==> config.mk <==
export PLATFORM = sky130hd
export DESIGN_NAME = irqpol_sublayer
export DESIGN_NICKNAME = d
export VERILOG_FILES = /design/src/rtl/irqpol_pkg.sv /design/src/rtl/irqpol_sync.sv /design/src/rtl/irqpol_mdio_tgt.sv /design/src/rtl/irqpol_irq_cond.sv /design/src/rtl/irqpol_sublayer.sv
export SDC_FILE = /design/constraint.sdc
export NUM_CORES = 1
export LEC_CHECK = 0
export ABC_AREA = 1
export ABC_CLOCK_PERIOD_IN_PS = 1900
export BUFFER_PORTS_ARGS = -buffer_cell sky130_fd_sc_hd__buf_4
export CAP_MARGIN = 20
export CORE_MARGIN = 3
export CORE_UTILIZATION = 57
export DETAILED_ROUTE_END_ITERATION = 7
export PLACE_DENSITY = 0.74
export SYNTH_ARGS = -nofsm -noshare
export SYNTH_HDL_FRONTEND = slang
export SYNTH_HIERARCHICAL = 1
export SYNTH_SLANG_ARGS = --single-unit
export TNS_END_PERCENT = 10
==> constraint.sdc <==
create_clock -name clk -period 1.9 [get_ports clk]
set_input_delay 0.38 -clock clk [delete_from_list [all_inputs] [get_ports clk]]
set_output_delay 0.38 -clock clk [all_outputs]
set_load 0.03 [all_outputs]
==> src/rtl/irqpol_pkg.sv <==
package irqpol_pkg;
  localparam int ADDR_W   = 5;
  localparam int OP_W     = 2;
  // start bit 1 + opcode + PHY address + register address
  localparam int HDR_BITS = 1 + OP_W + 2 * ADDR_W;

  localparam logic [OP_W-1:0] OP_WRITE = 2'b01;
  localparam logic [OP_W-1:0] OP_READ  = 2'b10;

  typedef enum logic [1:0] {
    FR_PREAMBLE,
    FR_HEADER,
    FR_TURN,
    FR_DATA
  } frame_st_e;
endpackage

==> src/rtl/irqpol_sync.sv <==
module irqpol_sync #(
  parameter int W      = 1,
  parameter int STAGES = 2
) (
  input  logic         clk,
  input  logic         rst_n,
  input  logic [W-1:0] d,
  output logic [W-1:0] q
);
  logic [W-1:0] stg [STAGES];

  always_ff @(posedge clk or negedge rst_n) begin
    if (!rst_n) begin
      for (int i = 0; i < STAGES; i++) stg[i] <= '0;
    end else begin
      stg[0] <= d;
      for (int i = 1; i < STAGES; i++) stg[i] <= stg[i-1];
    end
  end

  assign q = stg[STAGES-1];
endmodule

==> src/rtl/irqpol_mdio_tgt.sv <==
module irqpol_mdio_tgt
  import irqpol_pkg::*;
#(
  parameter logic [ADDR_W-1:0] PHY_ADDR = 5'h15,
  parameter logic [ADDR_W-1:0] REG_ADDR = 5'h00,
  parameter int                DW       = 16,
  parameter int                PRE_MIN  = 32,
  parameter int                POL_BIT  = 6
) (
  input  logic clk,
  input  logic rst_n,
  input  logic mdc_s,
  input  logic mdio_s,
  output logic mdio_o,
  output logic mdio_oe,
  output logic pol_inv
);
  localparam int CNT_MAX = (PRE_MIN > DW) ? PRE_MIN : DW;
  localparam int CNT_W   = $clog2(CNT_MAX + 1);
  localparam int REG_LO  = 0;
  localparam int PHY_LO  = ADDR_W;
  localparam int OP_LO   = 2 * ADDR_W;

  frame_st_e            st;
  logic [CNT_W-1:0]     cnt;
  logic [HDR_BITS-2:0]  hdr_sr;
  logic [HDR_BITS-1:0]  hdr_nxt;
  logic [DW-1:0]        sr;
  logic [DW-1:0]        cfg_q;
  logic                 is_rd;
  logic                 mdc_d;
  logic                 mdc_rise, mdc_fall;
  logic                 pend_oe, pend_od, oe_q, od_q;
  logic                 addr_hit, hit_rd, hit_wr;

  assign mdc_rise = mdc_s & ~mdc_d;
  assign mdc_fall = ~mdc_s & mdc_d;
  assign hdr_nxt  = {hdr_sr, mdio_s};
  assign addr_hit = hdr_nxt[HDR_BITS-1]
                  && (hdr_nxt[PHY_LO +: ADDR_W] == PHY_ADDR)
                  && (hdr_nxt[REG_LO +: ADDR_W] == REG_ADDR);
  assign hit_rd   = addr_hit && (hdr_nxt[OP_LO +: OP_W] == OP_READ);
  assign hit_wr   = addr_hit && (hdr_nxt[OP_LO +: OP_W] == OP_WRITE);

  always_ff @(posedge clk or negedge rst_n) begin
    if (!rst_n) begin
      st <= FR_PREAMBLE; cnt <= '0; hdr_sr <= '0; sr <= '0; cfg_q <= '0;
      is_rd <= 1'b0; mdc_d <= 1'b0;
      pend_oe <= 1'b0; pend_od <= 1'b0; oe_q <= 1'b0; od_q <= 1'b0;
    end else begin
      mdc_d <= mdc_s;
      if (mdc_fall) begin
        oe_q <= pend_oe;
        od_q <= pend_od;
      end
      if (mdc_rise) begin
        unique case (st)
          FR_PREAMBLE: begin
            if (mdio_s) begin
              if (cnt != CNT_W'(PRE_MIN)) cnt <= cnt + 1'b1;
            end else if (cnt == CNT_W'(PRE_MIN)) begin
              st  <= FR_HEADER;
              cnt <= '0;
            end else begin
              cnt <= '0;
            end
          end
          FR_HEADER: begin
            hdr_sr <= hdr_nxt[HDR_BITS-2:0];
            cnt    <= cnt + 1'b1;
            if (cnt == CNT_W'(HDR_BITS - 1)) begin
              cnt <= '0;
              if (hit_rd) begin
                st <= FR_TURN; is_rd <= 1'b1; sr <= cfg_q;
              end else if (hit_wr) begin
                st <= FR_TURN; is_rd <= 1'b0;
              end else begin
                st <= FR_PREAMBLE;
              end
            end
          end
          FR_TURN: begin
            cnt <= cnt + 1'b1;
            if (is_rd) begin
              if (cnt == '0) begin
                pend_oe <= 1'b1;
                pend_od <= 1'b0;
              end else begin
                pend_od <= sr[DW-1];
                sr      <= sr << 1;
              end
            end
            if (cnt == CNT_W'(1)) begin
              st  <= FR_DATA;
              cnt <= '0;
            end
          end
          FR_DATA: begin
            cnt <= cnt + 1'b1;
            if (is_rd) begin
              if (cnt == CNT_W'(DW - 1)) begin
                pend_oe <= 1'b0;
              end else begin
                pend_od <= sr[DW-1];
                sr      <= sr << 1;
              end
            end else begin
              sr <= {sr[DW-2:0], mdio_s};
            end
            if (cnt == CNT_W'(DW - 1)) begin
              st  <= FR_PREAMBLE;
              cnt <= '0;
              if (!is_rd) cfg_q <= {sr[DW-2:0], mdio_s};
            end
          end
          default: st <= FR_PREAMBLE;
        endcase
      end
    end
  end

  assign mdio_o  = od_q;
  assign mdio_oe = oe_q;
  assign pol_inv = cfg_q[POL_BIT];

  AST_OE_ONLY_ON_READ: assert property (@(posedge clk) disable iff (!rst_n)
    oe_q |-> is_rd);
  AST_OE_MOVES_ON_FALL: assert property (@(posedge clk) disable iff (!rst_n)
    ($rose(oe_q) || $fell(oe_q)) |-> $past(mdc_fall));
  AST_CFG_HELD_OUTSIDE_DATA: assert property (@(posedge clk) disable iff (!rst_n)
    (st != FR_DATA) |=> $stable(cfg_q));
endmodule

==> src/rtl/irqpol_irq_cond.sv <==
module irqpol_irq_cond (
  input  logic clk,
  input  logic rst_n,
  input  logic irq_s,
  input  logic invert,
  output logic lvl,
  output logic pulse
);
  logic lvl_q, pul_q, cond;

  assign cond = irq_s ^ invert;

  always_ff @(posedge clk or negedge rst_n) begin
    if (!rst_n) begin
      lvl_q <= 1'b0;
      pul_q <= 1'b0;
    end else begin
      lvl_q <= cond;
      pul_q <= cond & ~lvl_q;
    end
  end

  assign lvl   = lvl_q;
  assign pulse = pul_q;

  AST_PULSE_ONE_CYCLE: assert property (@(posedge clk) disable iff (!rst_n)
    pul_q |=> !pul_q);
  AST_PULSE_MARKS_RISE: assert property (@(posedge clk) disable iff (!rst_n)
    pul_q |-> (lvl_q && !$past(lvl_q)));
  AST_NO_PULSE_ON_FALL: assert property (@(posedge clk) disable iff (!rst_n)
    $fell(lvl_q) |-> !pul_q);
endmodule

==> src/rtl/irqpol_sublayer.sv <==
module irqpol_sublayer
  import irqpol_pkg::*;
#(
  parameter logic [ADDR_W-1:0] PHY_ADDR    = 5'h15,
  parameter logic [ADDR_W-1:0] REG_ADDR    = 5'h00,
  parameter int                DW          = 16,
  parameter int                PRE_MIN     = 32,
  parameter int                POL_BIT     = 6,
  parameter int                SYNC_STAGES = 2
) (
  input  logic clk,
  input  logic rst_n,
  input  logic mdc,
  input  logic mdio_i,
  output logic mdio_o,
  output logic mdio_oe,
  input  logic phy_irq_raw,
  output logic mac_irq_level,
  output logic mac_irq_pulse
);
  logic [1:0] mgmt_s;
  logic       irq_s;
  logic       pol_inv;

  irqpol_sync #(.W(2), .STAGES(SYNC_STAGES)) u_mgmt_sync (
    .clk(clk), .rst_n(rst_n), .d({mdc, mdio_i}), .q(mgmt_s)
  );

  irqpol_sync #(.W(1), .STAGES(SYNC_STAGES)) u_irq_sync (
    .clk(clk), .rst_n(rst_n), .d(phy_irq_raw), .q(irq_s)
  );

  irqpol_mdio_tgt #(
    .PHY_ADDR(PHY_ADDR), .REG_ADDR(REG_ADDR), .DW(DW),
    .PRE_MIN(PRE_MIN), .POL_BIT(POL_BIT)
  ) u_tgt (
    .clk(clk), .rst_n(rst_n), .mdc_s(mgmt_s[1]), .mdio_s(mgmt_s[0]),
    .mdio_o(mdio_o), .mdio_oe(mdio_oe), .pol_inv(pol_inv)
  );

  irqpol_irq_cond u_cond (
    .clk(clk), .rst_n(rst_n), .irq_s(irq_s), .invert(pol_inv),
    .lvl(mac_irq_level), .pulse(mac_irq_pulse)
  );
endmodule

==> impl.org <==
** Critical path
- Category of the worst setup path launch point :: flip-flop
- The critical path starts at u_tgt/cnt[0].
- STA puts the critical path data required time at 2.18 ns.
- Type of the worst setup path :: reg -> reg
- The worst register-to-register path begins at u_tgt/cnt[0].
- Largest fanout of any net on the critical path :: 12
- The worst setup path is captured at a flip-flop.
- Signal arrival time at the worst endpoint :: 1.99 ns

** Layout
- Combined area of the multi-input logic cells :: 1270 um2
- After filler insertion, the fill cell instance count of the layout stands at 444.
- Signed area change from the synthesized netlist to the final layout :: 12.49%
- The sequential cells in the finished layout cover a total of 1652 um2.
- For this run, the post-layout net count is 404.
- The repair_antennas step left the layout with diodes totalling 0.
- Fraction of final layout cells with drive strength greater than 1 :: 18.20%

** Placed design
- The wire-length estimate of the detail-placed layout is 3767 um.
- Last weighted congestion value of the routability-driven placer :: 0.8641
- Number of buffer cells added on primary ports :: 8

** Logic synthesis
- Number of synthesized register bits :: 66
- Fraction of synthesized cell area in xor and xnor cells :: 0.2740%
- Most numerous cell types in the synthesized netlist :: 89 x sky130_fd_sc_hd__nand2_1, 66 x sky130_fd_sc_hd__dfrtp_1, 42 x sky130_fd_sc_hd__inv_1
- Largest area contributor in the netlist :: sky130_fd_sc_hd__dfrtp_1
- Counting flops with a built-in enable in the synthesized netlist gives 0.
- Adder-cell share of the synthesized area :: 1.174%
- Mux share of post-synthesis cell area :: 1.057%
- Number of warnings issued by yosys :: 6
- Synthesized netlist cell count :: 382
- Of the total synthesized cell area, the portion taken by AND, OR, NAND and NOR gates is 28.02%.
- By area, the combinational part of the netlist is dominated by simple AND/OR/NAND/NOR gates.
- The synthesized netlist contains 30 unique library cells.
- Primary FF master, synth :: sky130_fd_sc_hd__dfrtp_1
- Syn avg cell area :: 8.369 um2
- Sorting the synthesized cells by area gives the leading types as sky130_fd_sc_hd__dfrtp_1 52%, sky130_fd_sc_hd__nand2_1 10%, sky130_fd_sc_hd__inv_1 4.9%, sky130_fd_sc_hd__nor2_1 4.7%, sky130_fd_sc_hd__nand3_1 4.1%.
- Top cell type's share of synthesized area :: 51.66%
- Yosys instantiated no cell more often than sky130_fd_sc_hd__nand2_1.
- After synthesis, flip-flops and latches occupy 51.66% of the total area.
- In this run the cell area of the synthesized design comes to 3197 um2.
- After synthesis, the share of flip-flops with an asynchronous set or reset is 100.0%.
- Summing the areas of all compound-gate instances in the mapped netlist gives 9.198% of the synthesized area.
- The number of nets in the synthesized netlist is 390.

** Die
- 9 I/O pins were placed.
- The region available for standard cell placement spans 5270 um2.
- Die area :: 6543 um2
- Measured along the x axis, the die boundary spans 80.89 um.
- The floorplan step set the die height to 80.89 um.
- For this configuration, the core starts out at a cell density of 60.66%.
- Number of rows created at floorplan :: 26

** STA
- The worst path in the final design needs a cycle of 1.705 ns, including I/O delays and setup.
- Period utilization :: 89.73%
- The final-report hold violation count is 0.
- Max-Slew Margin vs Limit :: 73.68%
- The final max-slew violation count came to 0.
- In the final timing run, aggregate negative setup slack is 0 ns.
- Based on the critical path, the design can be clocked at up to 0.5865 GHz.
- Final Skew :: 0.008268 ns
- Setup violations remaining at the end of the flow were counted as 0.
- At the pin with the least slew margin, the transition time is 0.3918 ns.
- Setup repair after global routing missed its margin :: false

** Routing
- Dividing the detail-routed wire length by the instance count gives 11.71 um.
- Total number of vias :: 2385
- Antenna Violating Nets Remaining :: 0
- DR DRC count :: 0
- Dividing the detail-routed via count by the number of cells gives 5.064.
- Routed wire length :: 5515 um
- For this block, the initial DRC count from the detailed router was 125.
- Detailed Routing Iterations Pass 1 :: 4

** Power
- Power density over the cells :: 850.3 nW/um2
- The design draws 3.058 mW.
- Maximum vdd ir drop :: 0.4971 mV
- Leakage component of the power :: 1.826 nW

** Global route
- The first global-routing pass estimated 9825 um of wire.
- Antenna violations before repair :: 0
- GRT Util Overall :: 19.59%
- Entering global routing, the biggest net connects 35 pins.
- Vias in the first global route :: 2259
- Global route total overflow :: 0

** CTS
- After clock tree synthesis, the clock-pin slew on the worst setup and hold paths is 0.08 ns.
- Clock Root Buffer :: sky130_fd_sc_hd__clkbuf_8
- Setup Fix Bufs, Post-CTS :: 0
- Number of CTS-inserted buffers :: 9
- Clock network latency to the later pin of the worst-skew pair :: 0.34 ns
- Total clock sinks :: 66
- The clock tree synthesis step divided the H-tree into 3 levels.
- Maximum count of clock buffers along a single path :: 2
- Clock tree from TritonCTS :: built

** Flow run
- Number of maximum-capacitance violations :: 0

** Hold path
- Origin of the worst min-delay path :: mdio_i
- The min-delay analysis places its worst path in the category in -> reg.

** Run status
- Result of the run :: completed
final cells by class:
type / count / share of cell area, %
tap: 70 / 2.436
timing repair buffer: 18 / 4.175
sequential: 66 / 45.93
multi-input combinational: 252 / 35.32
clock buffer: 10 / 3.827
clock inverter: 6 / 3.166
inverter: 49 / 5.150
worst paths after layout:
check | endpoint | slack (ns) | cells past startpoint
max | u_tgt/sr[1] | 0.20 | 10
min | u_mgmt_sync/stg[2] | 0.14 | 1
max reg2reg | u_tgt/sr[1] | 0.20 | 10
min reg2reg | u_mgmt_sync/q[0] | 0.35 | 0
max in group asynchronous | u_tgt/pend_od | 0.98 | 3
min in group asynchronous | u_tgt/mdio_oe | 0.43 | 2
worst max-delay path, cell delays in order (launching register included):
cell                      delay (ns)
sky130_fd_sc_hd__dfrtp_1        0.46
sky130_fd_sc_hd__inv_1          0.09
sky130_fd_sc_hd__ha_1           0.26
sky130_fd_sc_hd__nand2_1        0.09
sky130_fd_sc_hd__nor2_1         0.06
sky130_fd_sc_hd__nand2_2        0.08
sky130_fd_sc_hd__nand3_4        0.09
sky130_fd_sc_hd__nor2_8         0.16
sky130_fd_sc_hd__buf_4          0.21
sky130_fd_sc_hd__nand3_1        0.08
sky130_fd_sc_hd__nand2_1        0.07
routing by layer:
layer  global-route usage [%]  part of all wire, %
met5                        0                    0
met4                    6.081                  1.1
met3                    6.319                  4.4
met2                    31.53                   44
met1                    25.24                   50
layout by cell type, fill, tap and decap left out, drive strengths merged:
cell type | netlist | layout
nor3 | 1 | 1
xor2 | 1 | 1
o211ai | 2 | 2
nand4 | 4 | 4
clkinv | 1 | 2
nand2 | 107 | 107
nand3 | 28 | 28
dlygate4sd3 | 0 | 1
bufinv | 0 | 3
o311ai | 1 | 1
ha | 3 | 3
dfrtp | 66 | 66
mux2 | 3 | 3
o21ai | 31 | 31
nor2 | 49 | 49
buf | 10 | 17
o31ai | 2 | 2
inv | 48 | 48
clkbuf | 5 | 10
clkinvlp | 0 | 2
a21oi | 20 | 20
through the flow:
stage | std cells | hold WS [ns] | area (um2) | utilization, % | worst slack (ns)
6_report | 471 | 0.1351 | 3596 | 68.23 | 0.1951
5_1_grt | 471 | 0.1145 | 3596 | 68.23 | 0.02478
4_1_cts | 471 | 0.1258 | 3596 | 68.23 | 0.1971
3_5_place_dp | 454 | 0.2377 | 3334 | 63.27 | 0.2091
3_3_place_gp | 454 | 0.2377 | 3334 | 63.27 | 0.2659
2_1_floorplan | 382 | 0.08441 | 3197 | - | 0.3210
report_power, final:
part	leakage, nW	switching (mW)	internal, mW
logic	0.807	0.0995	0.0498
clock network	0.119	0.543	0.909
registers	0.901	0.0286	1.43
total	1.83	0.671	2.39
registers in the layout (all words and copies together), names as in the netlist, named ones only:
| signal | count |
|---|---|
| u_tgt/pend_oe | 1 |
| u_tgt/pend_od | 1 |
| u_tgt/mdio_o | 1 |
| u_irq_sync/stg | 1 |
| u_tgt/is_rd | 1 |
| u_tgt/hdr_sr | 12 |
| u_mgmt_sync/q | 2 |
| u_cond/pulse | 1 |
| u_tgt/sr | 16 |
| u_tgt/cfg_q | 16 |
| u_irq_sync/q | 1 |
| u_tgt/st | 1 |
| u_cond/lvl | 1 |
| u_tgt/mdc_d | 1 |
| u_tgt/cnt | 6 |
| u_mgmt_sync/stg | 2 |
| u_tgt/mdio_oe | 1 |
logic make-up after synthesis:
kind of cell             after synthesis
flip-flops                            66
AND/OR/NAND/NOR                      189
multiplexers                           3
XOR/XNOR                               1
AO/OA/AOI/OAI                         56
buffers and inverters                 64
adder cells (fa/ha/maj)                3
timing repair:
action                                  in CTS  in global routing
endpoints found under the setup margin       0                  1
hold buffers                                 1                  0
endpoints found under the hold margin       12                  0
gates resized for setup                      0                  1
(Power assumes the default switching activity.)
